==> src/rtl/pdiv_pkg.sv <==
package pdiv_pkg;
   localparam int QUAD = 4;
   typedef logic [1:0] quad_idx_t;

   // level of phase k for prescaler count q: high for two of four counts
   function automatic logic phase_level(input quad_idx_t q, input quad_idx_t k);
      quad_idx_t d;
      d = q - k;
      return (d < 2'd2);
   endfunction
endpackage

==> src/rtl/pdiv_quad_prescaler.sv <==
module pdiv_quad_prescaler
   import pdiv_pkg::*;
(
   input  logic            clk,
   input  logic            rst,
   output logic [QUAD-1:0] phase
);
   quad_idx_t q_cnt;

   always_ff @(posedge clk) begin
      if (rst) q_cnt <= '0;
      else     q_cnt <= q_cnt + 2'd1;
   end

   always_comb begin
      for (int k = 0; k < QUAD; k++) phase[k] = phase_level(q_cnt, quad_idx_t'(k));
   end

   logic armed_q;
   always_ff @(posedge clk) armed_q <= !rst;

   genvar g;
   generate
      for (g = 1; g < QUAD; g++) begin : g_lag_chk
         assert_phase_lag_R6: assert property (@(posedge clk) disable iff (rst || !armed_q)
            phase[g] == $past(phase[g-1]));
      end
   endgenerate
endmodule

==> src/rtl/pdiv_phase_select.sv <==
module pdiv_phase_select
   import pdiv_pkg::*;
(
   input  logic            clk,
   input  logic            rst,
   input  logic [QUAD-1:0] phase,
   input  logic            step_req,
   output logic            tick,
   output logic            switched
);
   quad_idx_t       sel_idx;
   quad_idx_t       nxt_idx;
   logic [QUAD-1:0] sel_oh;
   logic            pend_q;
   logic            mux_out;
   logic            mux_d;
   logic            window;

   // decoder: state -> one-hot mux control
   always_comb begin
      for (int k = 0; k < QUAD; k++) sel_oh[k] = (sel_idx == quad_idx_t'(k));
   end

   assign nxt_idx  = sel_idx + 2'd1;
   assign mux_out  = |(phase & sel_oh);
   assign tick     = mux_out & ~mux_d;
   // retiming window: current and lagging phase both high
   assign window   = phase[sel_idx] & phase[nxt_idx];
   assign switched = pend_q & window;

   always_ff @(posedge clk) begin
      if (rst) begin
         sel_idx <= '0;
         pend_q  <= 1'b0;
         mux_d   <= 1'b0;
      end else begin
         mux_d  <= mux_out;
         pend_q <= (pend_q & ~window) | step_req;
         if (switched) sel_idx <= nxt_idx;
      end
   end

   // gap between muxed rising edges
   logic [2:0] gap_q;
   logic       seen_q;
   always_ff @(posedge clk) begin
      if (rst) begin
         gap_q  <= '0;
         seen_q <= 1'b0;
      end else if (tick) begin
         gap_q  <= '0;
         seen_q <= 1'b1;
      end else if (gap_q != 3'd7) begin
         gap_q  <= gap_q + 3'd1;
      end
   end

   assert_sel_onehot_R7: assert property (@(posedge clk) disable iff (rst)
      $countones(sel_oh) == 1);
   assert_lag_step_R7: assert property (@(posedge clk) disable iff (rst)
      (sel_idx != $past(sel_idx)) |-> (sel_idx == $past(sel_idx) + 2'd1));
   assert_no_glitch_R7: assert property (@(posedge clk) disable iff (rst)
      (sel_idx != $past(sel_idx)) |-> (mux_out && $past(mux_out)));
   assert_tick_gap_R8: assert property (@(posedge clk) disable iff (rst)
      (tick && seen_q) |-> (gap_q == 3'd3 || gap_q == 3'd4));
endmodule

==> src/rtl/pdiv_stage_chain.sv <==
module pdiv_stage_chain #(
   parameter int STAGES            = 4,
   parameter int STAGE_MOD[STAGES] = '{2, 3, 3, 3},
   parameter int CNT_W             = 2,
   parameter int IDX_W             = 6
) (
   input  logic             clk,
   input  logic             rst,
   input  logic             tick,
   output logic [IDX_W-1:0] idx,
   output logic             at_last
);
   logic [CNT_W-1:0] cnt_q [STAGES];
   logic [STAGES:0]  carry;
   logic [STAGES:0]  term;

   assign carry[0] = tick;
   assign term[0]  = 1'b1;

   genvar g;
   generate
      for (g = 0; g < STAGES; g++) begin : g_stage
         localparam logic [CNT_W-1:0] LAST = CNT_W'(STAGE_MOD[g] - 1);
         initial begin
            assert (STAGE_MOD[g] >= 2 && STAGE_MOD[g] <= (1 << CNT_W))
               else $error("stage modulus out of range");
         end
         assign term[g+1]  = term[g] & (cnt_q[g] == LAST);
         assign carry[g+1] = carry[g] & (cnt_q[g] == LAST);
         always_ff @(posedge clk) begin
            if (rst)           cnt_q[g] <= '0;
            else if (carry[g]) cnt_q[g] <= (cnt_q[g] == LAST) ? '0 : cnt_q[g] + 1'b1;
         end
      end
   endgenerate

   always_comb begin
      int acc;
      int w;
      acc = 0;
      w   = 1;
      for (int i = 0; i < STAGES; i++) begin
         acc = acc + int'(cnt_q[i]) * w;
         w   = w * STAGE_MOD[i];
      end
      idx = IDX_W'(acc);
   end

   assign at_last = term[STAGES];
endmodule

==> src/rtl/phase_switch_divider.sv <==
module phase_switch_divider
   import pdiv_pkg::*;
#(
   parameter int CODE_W            = 3,
   parameter int STAGES            = 4,
   parameter int STAGE_MOD[STAGES] = '{2, 3, 3, 3},
   parameter int SPACING           = 6,
   parameter int MIN_SW            = 4,
   parameter int MAX_SW            = 8
) (
   input  logic              clk_in,
   input  logic              rst,
   input  logic [CODE_W-1:0] mod_sel,
   output logic              div_out,
   output logic              period_mark
);
   function automatic int chain_ticks();
      int p;
      p = 1;
      for (int i = 0; i < STAGES; i++) p = p * STAGE_MOD[i];
      return p;
   endfunction

   localparam int TICKS = chain_ticks();
   localparam int HALF  = TICKS / 2;
   localparam int IDX_W = $clog2(TICKS);
   localparam int SW_W  = $clog2(MAX_SW + 1);

   initial begin
      assert (MAX_SW * SPACING <= TICKS) else $error("switch slots exceed chain count");
      assert (MIN_SW + (1 << CODE_W) - 1 >= MAX_SW) else $error("code range too narrow");
      assert (MIN_SW <= MAX_SW) else $error("switch bounds inverted");
   end

   logic [QUAD-1:0]   phase;
   logic              tick;
   logic              switched;
   logic              step_req;
   logic [IDX_W-1:0]  idx;
   logic              at_last;
   logic              boundary;
   logic [CODE_W-1:0] code_q;
   logic [SW_W-1:0]   nsw;
   logic              div_q;
   logic              mark_q;

   pdiv_quad_prescaler u_pre (
      .clk   (clk_in),
      .rst   (rst),
      .phase (phase)
   );

   pdiv_phase_select u_sel (
      .clk      (clk_in),
      .rst      (rst),
      .phase    (phase),
      .step_req (step_req),
      .tick     (tick),
      .switched (switched)
   );

   pdiv_stage_chain #(
      .STAGES    (STAGES),
      .STAGE_MOD (STAGE_MOD),
      .CNT_W     (2),
      .IDX_W     (IDX_W)
   ) u_chain (
      .clk     (clk_in),
      .rst     (rst),
      .tick    (tick),
      .idx     (idx),
      .at_last (at_last)
   );

   assign boundary = tick & at_last;

   always_comb begin
      int want;
      want = MIN_SW + int'(code_q);
      if (want > MAX_SW) want = MAX_SW;
      nsw = SW_W'(want);
   end

   // pulse generator: one request at the end of each slot below nsw
   assign step_req = tick
                   && ((int'(idx) % SPACING) == SPACING - 1)
                   && ((int'(idx) / SPACING) < int'(nsw));

   always_ff @(posedge clk_in) begin
      if (rst) begin
         code_q <= mod_sel;
         div_q  <= 1'b0;
         mark_q <= 1'b0;
      end else begin
         mark_q <= boundary;
         if (boundary) code_q <= mod_sel;
         if (tick) div_q <= boundary ? 1'b1 : ((int'(idx) + 1) < HALF);
      end
   end

   assign div_out     = div_q;
   assign period_mark = mark_q;

   // switches counted per output period
   logic [SW_W-1:0] sw_cnt;
   always_ff @(posedge clk_in) begin
      if (rst)           sw_cnt <= '0;
      else if (boundary) sw_cnt <= '0;
      else if (switched) sw_cnt <= sw_cnt + 1'b1;
   end

   assert_switch_count_R8: assert property (@(posedge clk_in) disable iff (rst)
      boundary |-> (sw_cnt == nsw));
   assert_mark_pulse_R5: assert property (@(posedge clk_in) disable iff (rst)
      period_mark |=> !period_mark);
   assert_mark_with_div_R5: assert property (@(posedge clk_in) disable iff (rst)
      $rose(period_mark) |-> $rose(div_out));
endmodule

==> config.mk <==
export PLATFORM = sky130hd
export DESIGN_NAME = phase_switch_divider
export DESIGN_NICKNAME = d
export VERILOG_FILES = /design/src/rtl/pdiv_pkg.sv /design/src/rtl/pdiv_quad_prescaler.sv /design/src/rtl/pdiv_phase_select.sv /design/src/rtl/pdiv_stage_chain.sv /design/src/rtl/phase_switch_divider.sv
export SDC_FILE = /design/constraint.sdc
export NUM_CORES = 1
export LEC_CHECK = 0
export ABC_AREA = 1
export CAP_MARGIN = 5
export CORE_ASPECT_RATIO = 0.7
export CORE_MARGIN = 4
export CORE_UTILIZATION = 54
export DETAILED_ROUTE_END_ITERATION = 6
export MAX_ROUTING_LAYER = met4
export PLACE_DENSITY = 0.72
export SYNTH_ARGS = -nofsm -noshare
export SYNTH_HDL_FRONTEND = slang
export SYNTH_HIERARCHICAL = 1
export SYNTH_SLANG_ARGS = --single-unit
==> constraint.sdc <==
create_clock -name clk_in -period 10.67 [get_ports clk_in]
set_clock_uncertainty 0.1 [all_clocks]
set_input_delay 3.201 -clock clk_in [delete_from_list [all_inputs] [get_ports clk_in]]
set_output_delay 3.201 -clock clk_in [all_outputs]
set_load 0.005 [all_outputs]
# Word level (Yosys, flattened, before mapping)
# Memory sizes are Yosys's and may differ from the RTL's.
# Cells that the tools add are included.
# word_totals
ff_bits,11
in_bits,5
mem_count,1
ramBits,8
# memory_table
memory,words,word_bits,read_ports,rd_ports_with_merged_regs,wr,line,text
u_chain.cnt_q,4,2,4,0,4,pdiv_stage_chain.sv:13,logic [CNT_W-1:0] cnt_q [STAGES];
# classes
n_reduce_logical,5
bitwise_logic,19
addsub,14
magnitude_cmp,9
n_div,2
multipliers,2
eq_ne,8
n_mux,30
# ops
op,n
$div A7 B4 Y32 const B,1
$eq A32 B4 Y1 const B,1
$lt A32 B5 Y1,1
$mod A7 B4 Y32 const B,1
$mux W1,17
$mux W2,8
$add A2 B1 Y2 const B,6
$add A6 B6 Y6,2
$and A1 B1 Y1,11
$eq A2 B2 Y1 const B,5
$lt A2 B2 Y1 const B,4
$add A6 B1 Y7 const B,1
$lt A7 B5 Y1 const B,1
$lt A2 B3 Y1 const B,2
$mux W3,2
$mul A2 B4 Y5 const B,1
$or A1 B1 Y1,5
$add A2 B3 Y4,1
$add A3 B3 Y4 const A,1
$and A4 B4 Y4,1
$bmux W1 S2,2
$eq A2 B1 Y1 const B,2
$gt A4 B4 Y1 const B,1
$mul A2 B2 Y4 const B,1
8 further kinds,11

# Depth between registers and ports, before layout
# logic_depth
word_depth,12
depth_mapped,36
ltp_nobuf,34

# Hierarchy
# The synthesis kept the hierarchy.
# modules_own_cells
module,n_inst,cells_per_inst,area_per_inst_um2,seq_area_each_um2
phase_switch_divider,1,133,789.5,130.1
pdiv_stage_chain,1,87,710.7,240.2
pdiv_phase_select,1,58,351.6,80.1
pdiv_quad_prescaler,1,11,85.1,40.0

# Least setup slack after synthesis
# Ideal clock, no wire load.
# synth_timing
path_type,reg2reg
start,"mem u_chain.cnt_q[2][0], in the netlist u_chain/cnt_q[1][0]"
end,reg u_sel.pend_q
stages_incl_launch_ff,30
slack_ns,6.692
arrival_ns,3.808
required_time_ns,10.500
path_cell_list,edfxtp_1 -> inv_1 -> ha_1 -> inv_1 -> fa_1 -> ha_1 -> nand3_1 -> nand2_1 -> nand2_1 -> nand2_1 -> buf_6 -> clkbuf_1 -> ha_1 -> inv_1 -> nand2_1 -> nand2_1 -> nand3_1 -> nand2_1 -> nand3_2 -> nand2_2 -> nand2_2 -> nand2_4 -> clkinv_2 -> ha_1 -> o211ai_1 -> o21ai_0 -> nand2_1 -> nor2_1 -> inv_1 -> a21oi_1
# synth_lines
element,line,text
start: declaration,pdiv_stage_chain.sv:13,
end signal: assignment,pdiv_phase_select.sv:38,pend_q <= (pend_q & ~window) | step_req;
end: declaration,pdiv_phase_select.sv:14,logic pend_q;

==> results.json <==
{
  "drt-vias-per-instance": 4.924,
  "root_buffer": "clkbuf_8",
  "num_rows": 17,
  "finalHoldViolCount": 0,
  "initial_core_util_pct": 58.63,
  "io_buffers": 6,
  "drt_iter0_markers": 97,
  "drv_slew": 0,
  "clk_path_buf_depth": 2,
  "drcViolationCount": 0,
  "max-slew-margin-rel_pct": 66.53,
  "grt_overflow": 0,
  "mostFrequentLayoutCell": "nand2_1",
  "period_needed_ns": 4.487,
  "cts_sinks": 19,
  "status": "finished, final reports clean",
  "drv_cap": 0,
  "insertion_delay_ns": 0.25,
  "cts_hold_buf": 0,
  "ys_warn_count": 6,
  "die_area_um2": 4616,
  "path_common_cell": "nand2_1",
  "cts_resized": 0,
  "globalplace.congestion": 0.9307,
  "diodes": 0,
  "end_kind": "register",
  "ant_nets": 0,
  "layout_common_cells": "82 x nand2_1, 46 x inv_1, 28 x nor2_1, 25 x nand3_1, 24 x ha_1",
  "area_delta_synth_final_pct": 6.602,
  "worst_hold_slack_ns": 0.3459,
  "cp.arrival_ns": 4.57,
  "htree_levels": 1,
  "cts_made_buffers": 3,
  "netlist_instances": 288,
  "tns_ns": 0,
  "timing.fmax_mhz": 222.9,
  "hpwl_um": 2975,
  "firstDrtPassIters": 4,
  "synth_fp_nets": 319,
  "wl_um": 3626,
  "rsz0062_at_grt": "false",
  "cts_tree": "done",
  "crit_fanout": 7,
  "slowest_stage": "edfxtp_1",
  "nets": 325,
  "hp-class": "reg2reg",
  "design.core.area_um2": 3297,
  "finalSetupViolations": 0,
  "grt_pass1_vias": 1523,
  "grt_max_degree": 13,
  "die_h_um": 58.06,
  "max-vdd-ir-drop_uv": 116.2,
  "slowest_delay_ns": 0.44,
  "cp-start-kind": "register",
  "routedWlPerCell_um": 10.66,
  "netlist_area_um2": 1933,
  "cts_setup_buffers": 0,
  "pin_count": 7,
  "finalCritPeriodShare_pct": 42.05,
  "path_clk_slew_ns": 0.07,
  "tightest_slew_ns": 0.4893,
  "num_vias": 1674,
  "antenna_found_initial": 0,
  "worstSetupPathType": "reg2reg",
  "grt_usage_pct": 18.45,
  "syn_area_per_cell_um2": 6.712,
  "power_leakage_nw": 1.082,
  "drive_gt1_share_pct": 10.58,
  "die_x_um": 79.51,
  "grt_pass1_wl_um": 6610,
  "p_per_area_nw_per_um2": 162.4,
  "crit_required_ns": 10.75
}
-- through the flow --
stage | util (%) | std cells | setup slack, ns | instance area (um2) | total power [W]
floorplan | - | 288 | 6.692 | 1933 | 0.0002522
global placement | 61.10 | 336 | 5.982 | 2014 | 0.0002834
detailed placement | 61.10 | 336 | 5.944 | 2014 | 0.0002859
CTS | 62.50 | 340 | 6.177 | 2061 | 0.0003358
global route | 62.50 | 340 | 5.640 | 2061 | 0.0003721
finish | 62.50 | 340 | 6.183 | 2061 | 0.0003347
-- routing by layer --
| metal | GRT usage [%] | wire [um] | vias up |
|---|---|---|---|
| met5 | - | 0 | - |
| met4 | 8.333 | 72 | 0 |
| met3 | 0.9317 | 86 | 6 |
| met2 | 25.80 | 1473 | 19 |
| met1 | 27.24 | 1994 | 731 |
| li1 | - | - | 918 |
-- final timing paths --
check,from,to,slack (ns),cells after the start
worst max-delay path,u_chain/cnt_q[1][0]$_SDFFCE_PP0P_,u_sel/pend_q$_SDFF_PP0_,6.18,29
worst min-delay path,u_pre/q_cnt[0]$_SDFF_PP0_,u_pre/q_cnt[0]$_SDFF_PP0_,0.35,1
worst max register to register,u_chain/cnt_q[1][0]$_SDFFCE_PP0P_,u_sel/pend_q$_SDFF_PP0_,6.18,29
worst min register to register,u_pre/q_cnt[0]$_SDFF_PP0_,u_pre/q_cnt[0]$_SDFF_PP0_,0.35,1
-- flip-flops by register name (all words and copies together) (netlist names) --
signal / cells
u_chain/cnt_q: 8
code_q: 3
u_pre/q_cnt: 2
u_sel/sel_idx: 2
div_out: 1
period_mark: 1
u_sel/mux_d: 1
u_sel/pend_q: 1
-- worst max-delay path, delay by kind of cell, from the launching register on --
kind                       cells  cell delay [ns]
adders and majority gates      5             1.63
and+or+nand+nor               16             1.46
DFF                            1             0.44
AOI/OAI and AO/OA              3             0.44
buffers and inverters          5             0.34
-- final cells by class --
cell class              count  area [um2]
inverters                  52       196.4
repair buffers              6       60.06
multi-input cells         212        1209
clock inverters             1       5.005
flip-flops and latches     19       490.5
well taps                  47       58.81
clock buffers               3       41.29
fillers                   301        1236
-- power breakdown --
group	switching, W	total [W]	internal (W)
combinational	0.000127	0.000197	0.0000703
clock	0.0000229	0.0000489	0.0000259
sequential	0.00000507	0.0000886	0.0000835
Note: power is estimated with default switching activity, not from simulation.
